## src/rtl/tdm_pkg.sv

```systemverilog
package tdm_pkg;
  localparam int DEF_SLOTS   = 12;
  localparam int DEF_SLOT_W  = 16;
  localparam int DEF_PER_W   = 16;
  localparam int DEF_CLK_DIV = 2;
endpackage

```

## src/rtl/tdm_bit_tick.sv

```systemverilog
// Bit-rate strobe: one clock high every DIV clocks.
module tdm_bit_tick #(
  parameter int DIV = 2,
  localparam int CW = (DIV > 1) ? $clog2(DIV) : 1
) (
  input  logic clk,
  input  logic rst,
  output logic tick
);
  logic [CW-1:0] dcnt;

  always_ff @(posedge clk) begin
    if (rst) dcnt <= '0;
    else if (dcnt == CW'(DIV - 1)) dcnt <= '0;
    else dcnt <= dcnt + 1'b1;
  end

  assign tick = (dcnt == CW'(DIV - 1));
endmodule

```

## src/rtl/tdm_frame_ctr.sv

```systemverilog
// Bit position within the frame, frame period with boundary-aligned update.
module tdm_frame_ctr #(
  parameter int FRAME_BITS = 192,
  parameter int PER_W      = 16
) (
  input  logic             clk,
  input  logic             rst,
  input  logic             tick,
  input  logic             rate_load,
  input  logic [PER_W-1:0] rate_period,
  output logic [PER_W-1:0] cnt,
  output logic [PER_W-1:0] nxt,
  output logic             sync_nxt,
  output logic             wrap,
  output logic             live
);
  localparam logic [PER_W-1:0] FB_P = PER_W'(FRAME_BITS);

  logic [PER_W-1:0] per_cur, per_pend, req, last_pos;
  logic             pend, at_last;

  always_comb begin
    last_pos = per_cur - 1'b1;
    at_last  = (cnt == last_pos);
    nxt      = at_last ? '0 : cnt + 1'b1;
    wrap     = tick & at_last;
    sync_nxt = tick & (nxt == last_pos);
    req      = (rate_period < FB_P) ? FB_P : rate_period;
  end

  always_ff @(posedge clk) begin
    if (rst) begin
      cnt      <= FB_P - PER_W'(2);
      per_cur  <= FB_P;
      per_pend <= FB_P;
      pend     <= 1'b0;
      live     <= 1'b0;
    end else begin
      if (tick) cnt <= nxt;
      if (wrap) begin
        live <= 1'b1;
        if (pend) per_cur <= per_pend;
      end
      if (rate_load) begin
        per_pend <= req;
        pend     <= 1'b1;
      end else if (wrap) begin
        pend <= 1'b0;
      end
    end
  end
endmodule

```

## src/rtl/tdm_tx_path.sv

```systemverilog
// Frame sync and transmit shifter; slot words captured at the sync edge.
module tdm_tx_path #(
  parameter int SLOT_W     = 16,
  parameter int FRAME_BITS = 192,
  parameter int PER_W      = 16,
  localparam int IW        = $clog2(FRAME_BITS)
) (
  input  logic                  clk,
  input  logic                  rst,
  input  logic                  tick,
  input  logic                  sync_nxt,
  input  logic                  wrap,
  input  logic                  live,
  input  logic [PER_W-1:0]      nxt,
  input  logic [FRAME_BITS-1:0] tx_words,
  output logic                  fsync,
  output logic                  sdo
);
  logic [FRAME_BITS-1:0] shadow;
  logic [IW-1:0]         idx;
  logic                  in_data, bit_c;

  always_comb begin
    in_data = (nxt < PER_W'(FRAME_BITS));
    // slot*SLOT_W + (SLOT_W-1-bit): low bits of the position are mirrored
    idx     = nxt[IW-1:0] ^ IW'(SLOT_W - 1);
    bit_c   = shadow[idx];
  end

  always_ff @(posedge clk) begin
    if (rst) begin
      shadow <= '0;
      fsync  <= 1'b0;
      sdo    <= 1'b0;
    end else if (tick) begin
      fsync <= sync_nxt;
      if (sync_nxt) shadow <= tx_words;
      sdo <= (in_data && (live || wrap)) ? bit_c : 1'b0;
    end
  end
endmodule

```

## src/rtl/tdm_rx_path.sv

```systemverilog
// Receive deserializer: word strobe with slot index after each slot's bit 0.
module tdm_rx_path #(
  parameter int SLOT_W = 16,
  parameter int SLOTS  = 12,
  parameter int PER_W  = 16,
  localparam int BW    = $clog2(SLOT_W),
  localparam int SIW   = $clog2(SLOTS)
) (
  input  logic              clk,
  input  logic              rst,
  input  logic              tick,
  input  logic              live,
  input  logic [PER_W-1:0]  cnt,
  input  logic              sdi,
  output logic              rx_valid,
  output logic [SIW-1:0]    rx_slot,
  output logic [SLOT_W-1:0] rx_word
);
  logic [SLOT_W-2:0] sh;
  logic              take, slot_end;

  always_comb begin
    take     = tick && live && (cnt < PER_W'(SLOTS * SLOT_W));
    slot_end = (cnt[BW-1:0] == {BW{1'b1}});
  end

  always_ff @(posedge clk) begin
    if (rst) begin
      sh       <= '0;
      rx_valid <= 1'b0;
      rx_slot  <= '0;
      rx_word  <= '0;
    end else begin
      rx_valid <= 1'b0;
      if (take) begin
        sh <= {sh[SLOT_W-3:0], sdi};
        if (slot_end) begin
          rx_word  <= {sh, sdi};
          rx_slot  <= cnt[BW +: SIW];
          rx_valid <= 1'b1;
        end
      end
    end
  end
endmodule

```

## src/rtl/tdm_frame_gen.sv

```systemverilog
module tdm_frame_gen
  import tdm_pkg::*;
#(
  parameter int SLOTS   = DEF_SLOTS,
  parameter int SLOT_W  = DEF_SLOT_W,
  parameter int PER_W   = DEF_PER_W,
  parameter int CLK_DIV = DEF_CLK_DIV,
  localparam int FRAME_BITS = SLOTS * SLOT_W,
  localparam int SLOT_IW    = $clog2(SLOTS)
) (
  input  logic                  clk,
  input  logic                  rst,
  input  logic                  rate_load,
  input  logic [PER_W-1:0]      rate_period,
  input  logic [FRAME_BITS-1:0] tx_words,
  input  logic                  sdi,
  output logic                  sclk_en,
  output logic                  fsync,
  output logic                  sdo,
  output logic                  rx_valid,
  output logic [SLOT_IW-1:0]    rx_slot,
  output logic [SLOT_W-1:0]     rx_word
);
  logic             tick, sync_nxt, wrap, live;
  logic [PER_W-1:0] cnt, nxt;

  tdm_bit_tick #(.DIV(CLK_DIV)) u_tick (
    .clk(clk), .rst(rst), .tick(tick)
  );

  tdm_frame_ctr #(.FRAME_BITS(FRAME_BITS), .PER_W(PER_W)) u_ctr (
    .clk(clk), .rst(rst), .tick(tick),
    .rate_load(rate_load), .rate_period(rate_period),
    .cnt(cnt), .nxt(nxt), .sync_nxt(sync_nxt), .wrap(wrap), .live(live)
  );

  tdm_tx_path #(.SLOT_W(SLOT_W), .FRAME_BITS(FRAME_BITS), .PER_W(PER_W)) u_tx (
    .clk(clk), .rst(rst), .tick(tick), .sync_nxt(sync_nxt), .wrap(wrap),
    .live(live), .nxt(nxt), .tx_words(tx_words), .fsync(fsync), .sdo(sdo)
  );

  tdm_rx_path #(.SLOT_W(SLOT_W), .SLOTS(SLOTS), .PER_W(PER_W)) u_rx (
    .clk(clk), .rst(rst), .tick(tick), .live(live), .cnt(cnt), .sdi(sdi),
    .rx_valid(rx_valid), .rx_slot(rx_slot), .rx_word(rx_word)
  );

  assign sclk_en = tick;
endmodule

```

## config.mk

```make
export PLATFORM = sky130hd
export DESIGN_NAME = tdm_frame_gen
export DESIGN_NICKNAME = d
export VERILOG_FILES = /design/src/rtl/tdm_pkg.sv /design/src/rtl/tdm_bit_tick.sv /design/src/rtl/tdm_frame_ctr.sv /design/src/rtl/tdm_tx_path.sv /design/src/rtl/tdm_rx_path.sv /design/src/rtl/tdm_frame_gen.sv
export SDC_FILE = /design/constraint.sdc
export NUM_CORES = 1
export LEC_CHECK = 0
export ABC_AREA = 1
export BUFFER_PORTS_ARGS = -buffer_cell sky130_fd_sc_hd__buf_4
export CAP_MARGIN = 20
export CORE_UTILIZATION = 40
export DETAILED_ROUTE_END_ITERATION = 12
export HOLD_SLACK_MARGIN = 0.06
export PLACE_DENSITY = 0.64
export SLEW_MARGIN = 20
export SYNTH_ARGS = -nofsm -noshare
export SYNTH_HDL_FRONTEND = slang
export SYNTH_SLANG_ARGS = --single-unit
```

## constraint.sdc

```tcl
create_clock -name clk -period 3.8 [get_ports clk]
set_input_delay 0.76 -clock clk [delete_from_list [all_inputs] [get_ports clk]]
set_output_delay 0.76 -clock clk [all_outputs]
set_load 0.02 [all_outputs]
```

==> impl_metrics.json <==
{
  "run_status": "complete, no violations",
  "post_route_cells_drive_above_1_share_pct": 15.6,
  "layout_min_cycle_time_ps": 3590,
  "holdWs_ps": 459,
  "fin_util_pct": 51.4,
  "power_per_cell_area_nw_per_um2": 612,
  "die-area_um2": 37300,
  "asyncSetResetFlopFracSynth_pct": 0,
  "synth_enable_flop_cells": 0,
  "synth_top_cells_by_area": "sky130_fd_sc_hd__dfxtp_1, sky130_fd_sc_hd__nand2_1, sky130_fd_sc_hd__inv_1",
  "path_buf_inv": 2,
  "synth_top_area_share_pct": 38.5,
  "die_h_um": 193,
  "grt_overflow": 0,
  "core.rowCount": 69,
  "clock_latency_ps": 520,
  "htree_num_levels": 2,
  "max-clock-path-buffers": 3,
  "cp_data_arrival_time_ps": 4000,
  "place.port_buffers": 235,
  "root_buffer": "sky130_fd_sc_hd__clkbuf_16",
  "pre_cts_ws_ps": -35.0,
  "synth_flop_cell": "sky130_fd_sc_hd__dfxtp_1",
  "postSynthRegisterBits": 281,
  "antenna_found_initial": 0,
  "crit_start": "u_ctr.cnt[2]",
  "wl_met3_um": 2390,
  "placer_congestion_estimate": 0.893,
  "finClkSkew_ps": 18.6,
  "setup_violations": 0,
  "post_drt_via_cell_ratio": 4.92,
  "report.final.slew_viol_count": 0,
  "final_net_count": 2769,
  "num_vias": 14900,
  "count_of_antenna_violating_nets_left_after_detailed_routing": 0,
  "reg2reg_from": "u_ctr.cnt[2]",
  "drt-wirelength-per-cell_um": 15.5,
  "tritoncts": "yes",
  "grt_util_all_layers_pct": 24.2,
  "syn_area_per_cell_um2": 6.23,
  "largest_area_contributor_in_the_netlist": "sky130_fd_sc_hd__dfxtp_1",
  "timing.critical_path.cells": "nand3_1 -> nor2_1 -> nand2_1 -> nor2_1 -> nand2_1 -> nor2_1 -> nand4_1 -> nor4_1 -> a21oi_1 -> o21ai_1 -> o21ai_1 -> nor2_1 -> nand3_1 -> nor2_2 -> nand3_4 -> buf_4 -> buf_16 -> o21ai_0 -> nor2_1",
  "hold_start": "sdi",
  "syn-num-nets": 2563,
  "cts_made_buffers": 34,
  "worst-slew-pin-transition_ps": 898,
  "drt_first_iter_violations": 961,
  "placeable_core_area_um2": 35700,
  "clock_sink_count": 281,
  "top_signal_layer_used": "met4",
  "worst-path-max-fanout": 62,
  "synth_area_um2": 14600,
  "critPathMaxStageDelay_ps": 450,
  "cts.reportedPaths.clkPinSlew_ps": 60,
  "final_hold_viol_count": 0,
  "design.portCount": 236,
  "fin_crit_sh_pct": 94.6,
  "fin_ws_ps": 206,
  "start_util_pct": 40.9,
  "p_leak_nw": 8.62,
  "start_kind": "flop",
  "dp_hpwl_um": 32000,
  "ir_worst_vdd_mv": 0.380,
  "n_antenna_cell": 0,
  "kind_of_cell_adding_the_most_delay_to_the_critical_path": "simple AND/OR/NAND/NOR gates",
  "floorplan.die.width_um": 193,
  "route.detailed.drc": 0,
  "first_global_vias": 14000,
  "crit_top_cell": "sky130_fd_sc_hd__nor2_1",
  "routed_wirelength_um": 47100,
  "grt_setup_unrepaired": "no",
  "grt_pass1_wl_um": 73800,
  "drt_first_pass_iters": 7,
  "timing.slew.headroom_pct": 40.1,
  "wl_met1_um": 21500,
  "critical_path_required_ps": 4210,
  "drv_cap": 0,
  "maxClockFrequency_ghz": 0.278,
  "critPathKind": "reg -> reg",
  "area.growth.synth_to_final_pct": 25.5,
  "slowest_stage": "sky130_fd_sc_hd__dfxtp_1",
  "hold_path_class": "in -> reg",
  "synthesis_warnings": 0,
  "routed-wl-met2_um": 22200,
  "grt_max_degree": 125,
  "synth_sequential_area_ratio_pct": 38.5,
  "type_of_destination_of_the_critical_path": "flop",
  "syn_inst": 2349,
  "synth.distinct_cells": 37
}
==> layer usage <==
layer  vias to the layer above  track usage, %
li1                       7696               -
met1                      6770            32.8
met2                       417            40.8
met3                        66            2.67
met4                         0            6.40
met5                         -               0
==> worst register-to-register path, delay by kind of cell (launching register included) <==
family | cells | cell delay (ps)
simple gates | 13 | 2110
compound gates | 4 | 590
flops | 1 | 450
buf+inv | 2 | 360
==> worst paths after layout <==
path | slack (ps) | depth (start not counted) | to
max | 210 | 19 | u_tx.shadow[9]
min | 460 | 3 | u_rx.rx_word[0]
max reg2reg | 210 | 19 | u_tx.shadow[9]
min reg2reg | 470 | 2 | u_tx.fsync
==> where the power goes <==
group	switching, mW	internal [mW]	leakage [nW]
sequential	0.251	3.41	2.28
clock	1.28	2.05	0.567
combinational	2.68	1.56	5.78
total	4.21	7.02	8.62
==> layout make-up <==
class	count	area [µm²]
clock buffer	53	1100
clock inverter	6	63.8
timing repair buffer	294	2430
tap	461	577
multi-input combinational	1479	6810
inverter	465	1750
sequential	281	5630
fill	3695	17400
==> timing repair <==
action	4_1_cts	5_1_grt
cloned	0	3
hold endpoints to repair	0	0
buffers inserted	9	3
setup endpoints to repair	53	194
hold buffers	0	0
pin swaps	2	3
resized for setup	2	42
==> cells in the final DEF, fill, tap and decap left out, types with 2 or more instances in the layout <==
master                         n
sky130_fd_sc_hd__clkinv_2      2
sky130_fd_sc_hd__o22ai_1      10
sky130_fd_sc_hd__inv_2         8
sky130_fd_sc_hd__a22oi_1       6
sky130_fd_sc_hd__nand3_1     318
sky130_fd_sc_hd__o21ai_1     158
sky130_fd_sc_hd__buf_4       274
sky130_fd_sc_hd__clkinvlp_4    2
sky130_fd_sc_hd__xor2_1        9
sky130_fd_sc_hd__nand2_4       2
sky130_fd_sc_hd__o211ai_1     11
sky130_fd_sc_hd__nand3_2       3
sky130_fd_sc_hd__clkbuf_1      5
sky130_fd_sc_hd__nor3_1        5
sky130_fd_sc_hd__dfxtp_1     280
sky130_fd_sc_hd__a211oi_1      2
sky130_fd_sc_hd__o21ai_0      83
sky130_fd_sc_hd__nand2_2       5
sky130_fd_sc_hd__a31oi_1       6
sky130_fd_sc_hd__buf_16        2
sky130_fd_sc_hd__clkbuf_8     11
sky130_fd_sc_hd__nor2_2       10
sky130_fd_sc_hd__nand2_1     481
sky130_fd_sc_hd__nor4_1        7
sky130_fd_sc_hd__clkbuf_16    39
sky130_fd_sc_hd__buf_6         5
sky130_fd_sc_hd__inv_1       451
sky130_fd_sc_hd__a21oi_1      45
sky130_fd_sc_hd__buf_12       10
sky130_fd_sc_hd__o2111ai_1     2
sky130_fd_sc_hd__nor2_1      277
sky130_fd_sc_hd__nor2_4        4
sky130_fd_sc_hd__nand4_1      10
sky130_fd_sc_hd__clkinv_1      5
sky130_fd_sc_hd__o21ai_2      15
==> through the flow <==
| stage | power, mW | TNS (ps) | instance area [µm²] | instances |
|---|---|---|---|---|
| after floorplan | 6.43 | 0 | 14600 | 2349 |
| after global placement | 7.73 | -122 | 16900 | 2965 |
| after detailed placement | 7.77 | -278 | 16900 | 2965 |
| after CTS | 11.2 | 0 | 18100 | 3033 |
| after global routing | 12.0 | 0 | 18400 | 3039 |
| final | 11.2 | 0 | 18400 | 3039 |
==> cells by family after synthesis <==
group	Yosys count	share of synthesized area, %
AOI/OAI and AO/OA	340	12.2
xor gates and xnor gates	10	0.693
adders and majority gates	2	0.171
buffers and inverters	589	15.8
DFF	281	38.5
and+or+nand+nor	1127	32.7
==> state kept, by name, indices dropped and copies added (netlist names) <==
| register | cells |
|---|---|
| u_ctr.pend | 1 |
| u_rx.sh | 15 |
| u_tick.tick | 1 |
| u_ctr.per_cur | 16 |
| u_ctr.live | 1 |
| u_tx.shadow | 192 |
| u_tx.fsync | 1 |
| u_ctr.cnt | 16 |
| u_rx.rx_word | 16 |
| u_ctr.per_pend | 16 |
| u_rx.rx_valid | 1 |
| u_rx.rx_slot | 4 |
| u_tx.sdo | 1 |
==> cell usage after synthesis (2+ instances only) <==
master and count:
sky130_fd_sc_hd__inv_1 452, sky130_fd_sc_hd__buf_1 12, sky130_fd_sc_hd__clkbuf_1 61, sky130_fd_sc_hd__nor4_1 7, sky130_fd_sc_hd__o21ai_1 165, sky130_fd_sc_hd__nor3_1 5
sky130_fd_sc_hd__a31oi_1 6, sky130_fd_sc_hd__buf_4 2, sky130_fd_sc_hd__ha_1 2, sky130_fd_sc_hd__nor2_1 283, sky130_fd_sc_hd__buf_6 5, sky130_fd_sc_hd__nand3_2 3
sky130_fd_sc_hd__dfxtp_1 281, sky130_fd_sc_hd__o22ai_1 10, sky130_fd_sc_hd__nand2_2 4, sky130_fd_sc_hd__buf_2 44, sky130_fd_sc_hd__nand4_1 10, sky130_fd_sc_hd__o211ai_1 11
sky130_fd_sc_hd__xor2_1 9, sky130_fd_sc_hd__clkinv_1 5, sky130_fd_sc_hd__nor2_4 4, sky130_fd_sc_hd__nor2_2 4, sky130_fd_sc_hd__inv_2 8, sky130_fd_sc_hd__o21ai_0 92
sky130_fd_sc_hd__a21oi_1 45, sky130_fd_sc_hd__a211oi_1 2, sky130_fd_sc_hd__nand2_1 483, sky130_fd_sc_hd__o2111ai_1 2, sky130_fd_sc_hd__nand3_1 319, sky130_fd_sc_hd__a22oi_1 6
Note: power is estimated with default switching activity, not from simulation.
